File: src/rtl/quad_cmd_pkg.sv
package quad_cmd_pkg;

    localparam int OPC_W = 8;

    localparam logic [OPC_W-1:0] OP_NOP      = 8'h00;
    localparam logic [OPC_W-1:0] OP_RST_ARM  = 8'h66;
    localparam logic [OPC_W-1:0] OP_RST_GO   = 8'h99;
    localparam logic [OPC_W-1:0] OP_WIDE_ON  = 8'h38;
    localparam logic [OPC_W-1:0] OP_WIDE_OFF = 8'hFF;
    localparam logic [OPC_W-1:0] OP_RD       = 8'h03;
    localparam logic [OPC_W-1:0] OP_RD_FAST  = 8'h0B;
    localparam logic [OPC_W-1:0] OP_ER_SECT  = 8'h20;
    localparam logic [OPC_W-1:0] OP_ER_BLK   = 8'hD8;
    localparam logic [OPC_W-1:0] OP_PROG     = 8'h02;

    typedef enum logic [1:0] {
        PH_OP,
        PH_ADR,
        PH_DMY,
        PH_HOLD
    } phase_e;

    function automatic logic op_has_addr(input logic [OPC_W-1:0] op);
        return (op == OP_RD) || (op == OP_RD_FAST) || (op == OP_ER_SECT) ||
               (op == OP_ER_BLK) || (op == OP_PROG);
    endfunction

    function automatic logic op_has_dummy(input logic [OPC_W-1:0] op);
        return op == OP_RD_FAST;
    endfunction

endpackage

File: src/rtl/quad_cmd_shifter.sv
module quad_cmd_shifter #(
    parameter int BYTE_W = 8,
    parameter int LINES  = 4
) (
    input  logic              clk,
    input  logic              rst_n,
    input  logic              clr,
    input  logic              en,
    input  logic              wide,
    input  logic [LINES-1:0]  sio,
    output logic [BYTE_W-1:0] byte_o,
    output logic              done_o
);
    localparam int NARROW_UNITS = BYTE_W;
    localparam int WIDE_UNITS   = BYTE_W / LINES;
    localparam int CNT_W        = $clog2(NARROW_UNITS);

    typedef struct packed {
        logic [BYTE_W-1:0] sr;
        logic [CNT_W-1:0]  cnt;
    } sh_t;

    sh_t q, d;
    logic [BYTE_W-1:0] shifted;
    logic [CNT_W-1:0]  last_cnt;

    always_comb begin
        if (wide) begin
            shifted  = {q.sr[BYTE_W-LINES-1:0], sio};
            last_cnt = CNT_W'(WIDE_UNITS - 1);
        end else begin
            shifted  = {q.sr[BYTE_W-2:0], sio[0]};
            last_cnt = CNT_W'(NARROW_UNITS - 1);
        end
        done_o = en && (q.cnt == last_cnt);
        byte_o = shifted;

        d = q;
        if (clr) begin
            d.sr  = '0;
            d.cnt = '0;
        end else if (en) begin
            d.sr  = shifted;
            d.cnt = done_o ? '0 : q.cnt + 1'b1;
        end
    end

    always_ff @(posedge clk or negedge rst_n) begin
        if (!rst_n) q <= '0;
        else        q <= d;
    end

endmodule

File: src/rtl/quad_cmd_rst_guard.sv
module quad_cmd_rst_guard
    import quad_cmd_pkg::*;
(
    input  logic             clk,
    input  logic             rst_n,
    input  logic             op_done,
    input  logic [OPC_W-1:0] op,
    input  logic             frame_end,
    input  logic             keep,
    output logic             fire_o
);
    typedef struct packed {
        logic armed;
    } gd_t;

    gd_t q, d;

    always_comb begin
        fire_o = op_done && (op == OP_RST_GO) && q.armed;
        d = q;
        if (op_done)                 d.armed = (op == OP_RST_ARM);
        else if (frame_end && !keep) d.armed = 1'b0;
    end

    always_ff @(posedge clk or negedge rst_n) begin
        if (!rst_n) q <= '0;
        else        q <= d;
    end

endmodule

File: src/rtl/quad_cmd_rx.sv
module quad_cmd_rx
    import quad_cmd_pkg::*;
#(
    parameter int ADDR_BYTES = 3,
    parameter int LINES      = 4
) (
    input  logic                    clk,
    input  logic                    rst_n,
    input  logic                    cs_n,
    input  logic [LINES-1:0]        sio,
    output logic                    cmd_stb,
    output logic [OPC_W-1:0]        cmd_op,
    output logic [ADDR_BYTES*8-1:0] cmd_addr,
    output logic                    quad_mode,
    output logic                    rst_pulse
);
    localparam int ADDR_W = ADDR_BYTES * OPC_W;
    localparam int NB_W   = $clog2(ADDR_BYTES + 1);

    typedef struct packed {
        phase_e             ph;
        logic [OPC_W-1:0]   op;
        logic [ADDR_W-1:0]  addr;
        logic [NB_W-1:0]    nb;
        logic               wide;
        logic               stb;
        logic               rstp;
        logic               cs_prev;
    } rx_t;

    rx_t q, d;

    logic             s_en;
    logic             frame_end;
    logic             keep;
    logic [OPC_W-1:0] rx_byte;
    logic             rx_done;
    logic             complete;
    logic [OPC_W-1:0] cop;
    logic             fire;

    assign s_en      = !cs_n && (q.ph != PH_HOLD);
    assign frame_end = cs_n && !q.cs_prev;
    assign keep      = (q.ph == PH_HOLD) && (q.op == OP_RST_ARM);

    quad_cmd_shifter #(
        .BYTE_W (OPC_W),
        .LINES  (LINES)
    ) u_shift (
        .clk    (clk),
        .rst_n  (rst_n),
        .clr    (cs_n),
        .en     (s_en),
        .wide   (q.wide),
        .sio    (sio),
        .byte_o (rx_byte),
        .done_o (rx_done)
    );

    quad_cmd_rst_guard u_guard (
        .clk       (clk),
        .rst_n     (rst_n),
        .op_done   (complete),
        .op        (cop),
        .frame_end (frame_end),
        .keep      (keep),
        .fire_o    (fire)
    );

    always_comb begin
        complete  = 1'b0;
        cop       = (q.ph == PH_OP) ? rx_byte : q.op;

        d         = q;
        d.stb     = 1'b0;
        d.rstp    = 1'b0;
        d.cs_prev = cs_n;

        if (cs_n) begin
            d.ph = PH_OP;
            d.nb = '0;
        end else if (rx_done) begin
            case (q.ph)
                PH_OP: begin
                    d.op = rx_byte;
                    if (op_has_addr(rx_byte)) begin
                        d.ph = PH_ADR;
                        d.nb = '0;
                    end else begin
                        complete = 1'b1;
                    end
                end
                PH_ADR: begin
                    d.addr = (q.addr << OPC_W) | ADDR_W'(rx_byte);
                    if (q.nb == NB_W'(ADDR_BYTES - 1)) begin
                        if (op_has_dummy(q.op)) d.ph = PH_DMY;
                        else                    complete = 1'b1;
                    end else begin
                        d.nb = q.nb + 1'b1;
                    end
                end
                PH_DMY:  complete = 1'b1;
                default: ;
            endcase
        end

        if (complete) begin
            d.stb = 1'b1;
            d.ph  = PH_HOLD;
            if (cop == OP_WIDE_ON)  d.wide = 1'b1;
            if (cop == OP_WIDE_OFF) d.wide = 1'b0;
            if (fire) begin
                d.wide = 1'b0;
                d.rstp = 1'b1;
            end
        end
    end

    always_ff @(posedge clk or negedge rst_n) begin
        if (!rst_n) begin
            q         <= '0;
            q.ph      <= PH_OP;
            q.cs_prev <= 1'b1;
        end else begin
            q <= d;
        end
    end

    assign cmd_stb   = q.stb;
    assign cmd_op    = q.op;
    assign cmd_addr  = q.addr;
    assign quad_mode = q.wide;
    assign rst_pulse = q.rstp;

endmodule

File: config.mk
export PLATFORM = sky130hd
export DESIGN_NAME = quad_cmd_rx
export DESIGN_NICKNAME = d
export VERILOG_FILES = /design/src/rtl/quad_cmd_pkg.sv /design/src/rtl/quad_cmd_shifter.sv /design/src/rtl/quad_cmd_rst_guard.sv /design/src/rtl/quad_cmd_rx.sv
export SDC_FILE = /design/constraint.sdc
export NUM_CORES = 1
export LEC_CHECK = 0
export BUFFER_PORTS_ARGS = -buffer_cell sky130_fd_sc_hd__buf_2
export CAP_MARGIN = 0
export CORE_ASPECT_RATIO = 0.75
export CORE_UTILIZATION = 56
export CTS_BUF_LIST = sky130_fd_sc_hd__clkbuf_16
export DETAILED_ROUTE_END_ITERATION = 8
export GPL_ROUTABILITY_DRIVEN = 0
export HOLD_SLACK_MARGIN = 0.15
export PLACE_DENSITY = 0.86
export RECOVER_POWER = 100
export SLEW_MARGIN = 20
export SYNTH_ARGS = -nofsm -noshare
export SYNTH_HDL_FRONTEND = slang
export SYNTH_SLANG_ARGS = --single-unit
File: constraint.sdc
create_clock -name clk -period 2.75 [get_ports clk]
set_input_delay 0.55 -clock clk [delete_from_list [all_inputs] [get_ports clk]]
set_output_delay 0.55 -clock clk [all_outputs]
set_load 0.05 [all_outputs]
==> reports/metrics.yaml <==
outcome: "finished clean"
numClockSinks: 51
track_usage: 0.232
critPathBufInv: 0
numCtsBuffers: 5
avgRoutedWirePerCell_um: 16.2
io_buffers: 41
clkTransAtPathRegs_ps: 70
setup-tns-final_ps: 0
r2r_cells: 6
root_buffer: "clkbuf_16"
grt_overflow_total: 0
rsz0062_at_grt: "false"
regArea_um2: 1280
postCtsSetupRepairBufs: 0
fp.dieH_um: 62.4
synth-edff-count: 0
power_leakage_nw: 1.23
layout.nets: 282
pwr-share-seq: 0.533
synth_top_cell_by_area: "dfrtp_1"
synth.ff_latch_count: 51
reg2reg_slack_ps: 240
firstDrtPassIters: 4
syn_inst: 264
cts_tree: "done"
power_frac_comb: 0.055
worstPathArrival_ps: 2680
drc: 0
post_drt_via_cell_ratio: 6.03
multiInputGateArea_um2: 1120
maxSlewHeadroom: 0.110
clkLatencyLatePin_ps: 290
cp_num_cells: 6
cp-end-kind: "flip-flop"
syn_nets: 273
crit_required_ps: 2920
num_vias: 1997
hold_buffers: 0
cp_top_family: "simple AND/OR/NAND/NOR gates"
cpPeakStageDelay_ps: 510
vdd.ir_drop.worst_mv: 0.341
power_density_nw_per_um2: 515
slew_viol_final: 0
ys_seq_area_frac: 0.469
synth_top_area_frac: 0.459
synth_cell_types: 47
start_kind: "flip-flop"
hold_viol: 0
utilization: 0.619
synth_area_leaders: "dfrtp_1 (46%), buf_4 (8.8%), mux2_2 (8.7%), o21ai_0 (4.4%), nand2_1 (3.0%)"
highest_layer: "met4"
drive_above_1_share: 0.164
max_slew.worst_pin.slew_ps: 1330
wirelength_um: 5350
grt_pass1_wl_um: 9030
cp-startpoint: "quad_mode"
synthesis.area_um2: 2730
yosysMostFrequentCell: "dfrtp_1"
finalCritPeriodShare: 0.911
synthFlopType: "dfrtp_1"
die-area_um2: 5150
initial_core_util: 0.596
cpMaxStageDelayCell: "dfrtp_1"
max_freq_mhz: 399
setup.worst_path.end: "q[5]"
hp-class: "reg2reg"
drv_cap: 0
grt_max_degree: 33
clkPwrFrac: 0.413
core_area_um2: 4570
htreeDepth: 2
worstSetupPathType: "reg2reg"
crit_chain: "nand2b_4 > or4b_4 > a2111oi_4 > nor3_1 > nor4b_2 > mux2_1"
ys_warn_count: 0
drt_iter0_markers: 318
sw_frac_of_total: 0.233
finalSetupViolCount: 0
dp_hpwl_um: 3780
post_cts_resized: 0
syn_area_per_cell_um2: 10.3
finalCriticalPeriod_ps: 2510
die_w_um: 82.6
grt_pass1_vias: 1936
dp_cells: 323
n_antenna_cell: 0
antenna_found_initial: 0
drt-met1-wl_um: 2360
met2WireLength_um: 2460
fin_worst_skew_ps: 6.98
fillers: 400
clock_tree.buffer_depth: 2
p_int_mw: 1.12
wl_met3_um: 428
final_cells: 331
async_flop_share: 1.00
p_sw_mw: 0.340
pin_count: 42
reg2reg_to: "q[5]"
r2r-start: "quad_mode"
fp-row-count: 21
cp_max_fo: 10
synth_commonest_cells: "dfrtp_1 (50), buf_4 (32), o21ai_0 (24)"
area_growth_pct: 3.90
ant_nets: 0
==> how the worst min path moves through the flow <==
stage / startpoint / to / slack [ps] / cells after the start
floorplan: rst_n / cmd_addr[0] / 250 / 0
global placement: cmd_addr[2] / cmd_addr[2] / 480 / 2
detailed placement: cmd_addr[20] / cmd_addr[20] / 490 / 1
CTS: rst_n / cmd_addr[23] / 260 / 1
global route: cmd_addr[3] / cmd_addr[3] / 540 / 2
finish: cmd_addr[20] / cmd_addr[20] / 500 / 1
==> layout by cell type (no fill, tap or decap), types with 2 or more instances in the layout <==
cell	count
a211oi_1	6
a21o_1	2
a21oi_1	9
a41oi_1	2
buf_2	4
buf_4	3
clkbuf_1	37
clkbuf_16	5
clkbuf_2	2
dfrtp_1	50
ha_1	2
inv_1	5
mux2_2	21
mux2i_1	7
nand2_1	22
nand2b_1	2
nand3_1	7
nand3b_1	2
nand4_1	4
nand4b_1	3
nor2_1	19
nor2b_1	2
nor3_1	2
nor3b_1	2
nor4_1	4
o21ai_0	24
o31ai_1	2
==> layout make-up <==
class                   instances  share of cell area
flip-flops and latches         51               0.451
multi-input cells             163               0.397
repair buffers                 46              0.0676
clock buffers                   5              0.0442
well taps                      57              0.0252
inverters                       6             0.00795
clock inverters                 3             0.00707
==> worst reg2reg max path, delay by kind of cell, from the launching register on <==
family	cells	cell delay [ps]
AO/OA/AOI/OAI	1	370
multiplexers	1	350
AND/OR/NAND/NOR	4	1170
flip-flops	1	510
==> metrics by stage <==
step	hold slack, ps	total power [mW]	area [µm²]	worst slack [ps]
after global placement	481	0.870	2750	360
after floorplan	254	0.840	2730	175
final	505	1.46	2830	244
after detailed placement	488	0.873	2750	314
after CTS	262	1.47	2890	257
after global routing	537	1.50	2830	98.5
==> flip-flops by register name, indices dropped and copies added (netlist names) <==
signal and flops:
u_shift.q 10, quad_mode 1, rst_pulse 1, q 5
u_guard.q 1, cmd_stb 1, cmd_op 8, cmd_addr 24
==> per-layer routing <==
metal | vias to the layer above | global-route usage
li1 | 928 | -
met1 | 954 | 0.307
met2 | 103 | 0.358
met3 | 12 | 0.0642
met4 | 0 | 0.0927
met5 | - | 0
==> kinds of logic after synthesis <==
kind of cell / share of synthesized area
AND/OR/NAND/NOR: 0.157
XOR/XNOR: 0.00321
adder cells (fa/ha/maj): 0.00918
AO/OA/AOI/OAI: 0.129
flip-flops: 0.469
multiplexers: 0.117
buffers and inverters: 0.116
==> power by group through the flow <==
stage               Clock [mW]  Sequential [mW]  Combinational (mW)
CTS                      0.608            0.775              0.0831
floorplan                    0            0.784              0.0557
global placement             0            0.789              0.0810
detailed placement           0            0.789              0.0835
finish                   0.601            0.776              0.0799
global route             0.639            0.777              0.0893
Power figures use the tool's default switching activity.
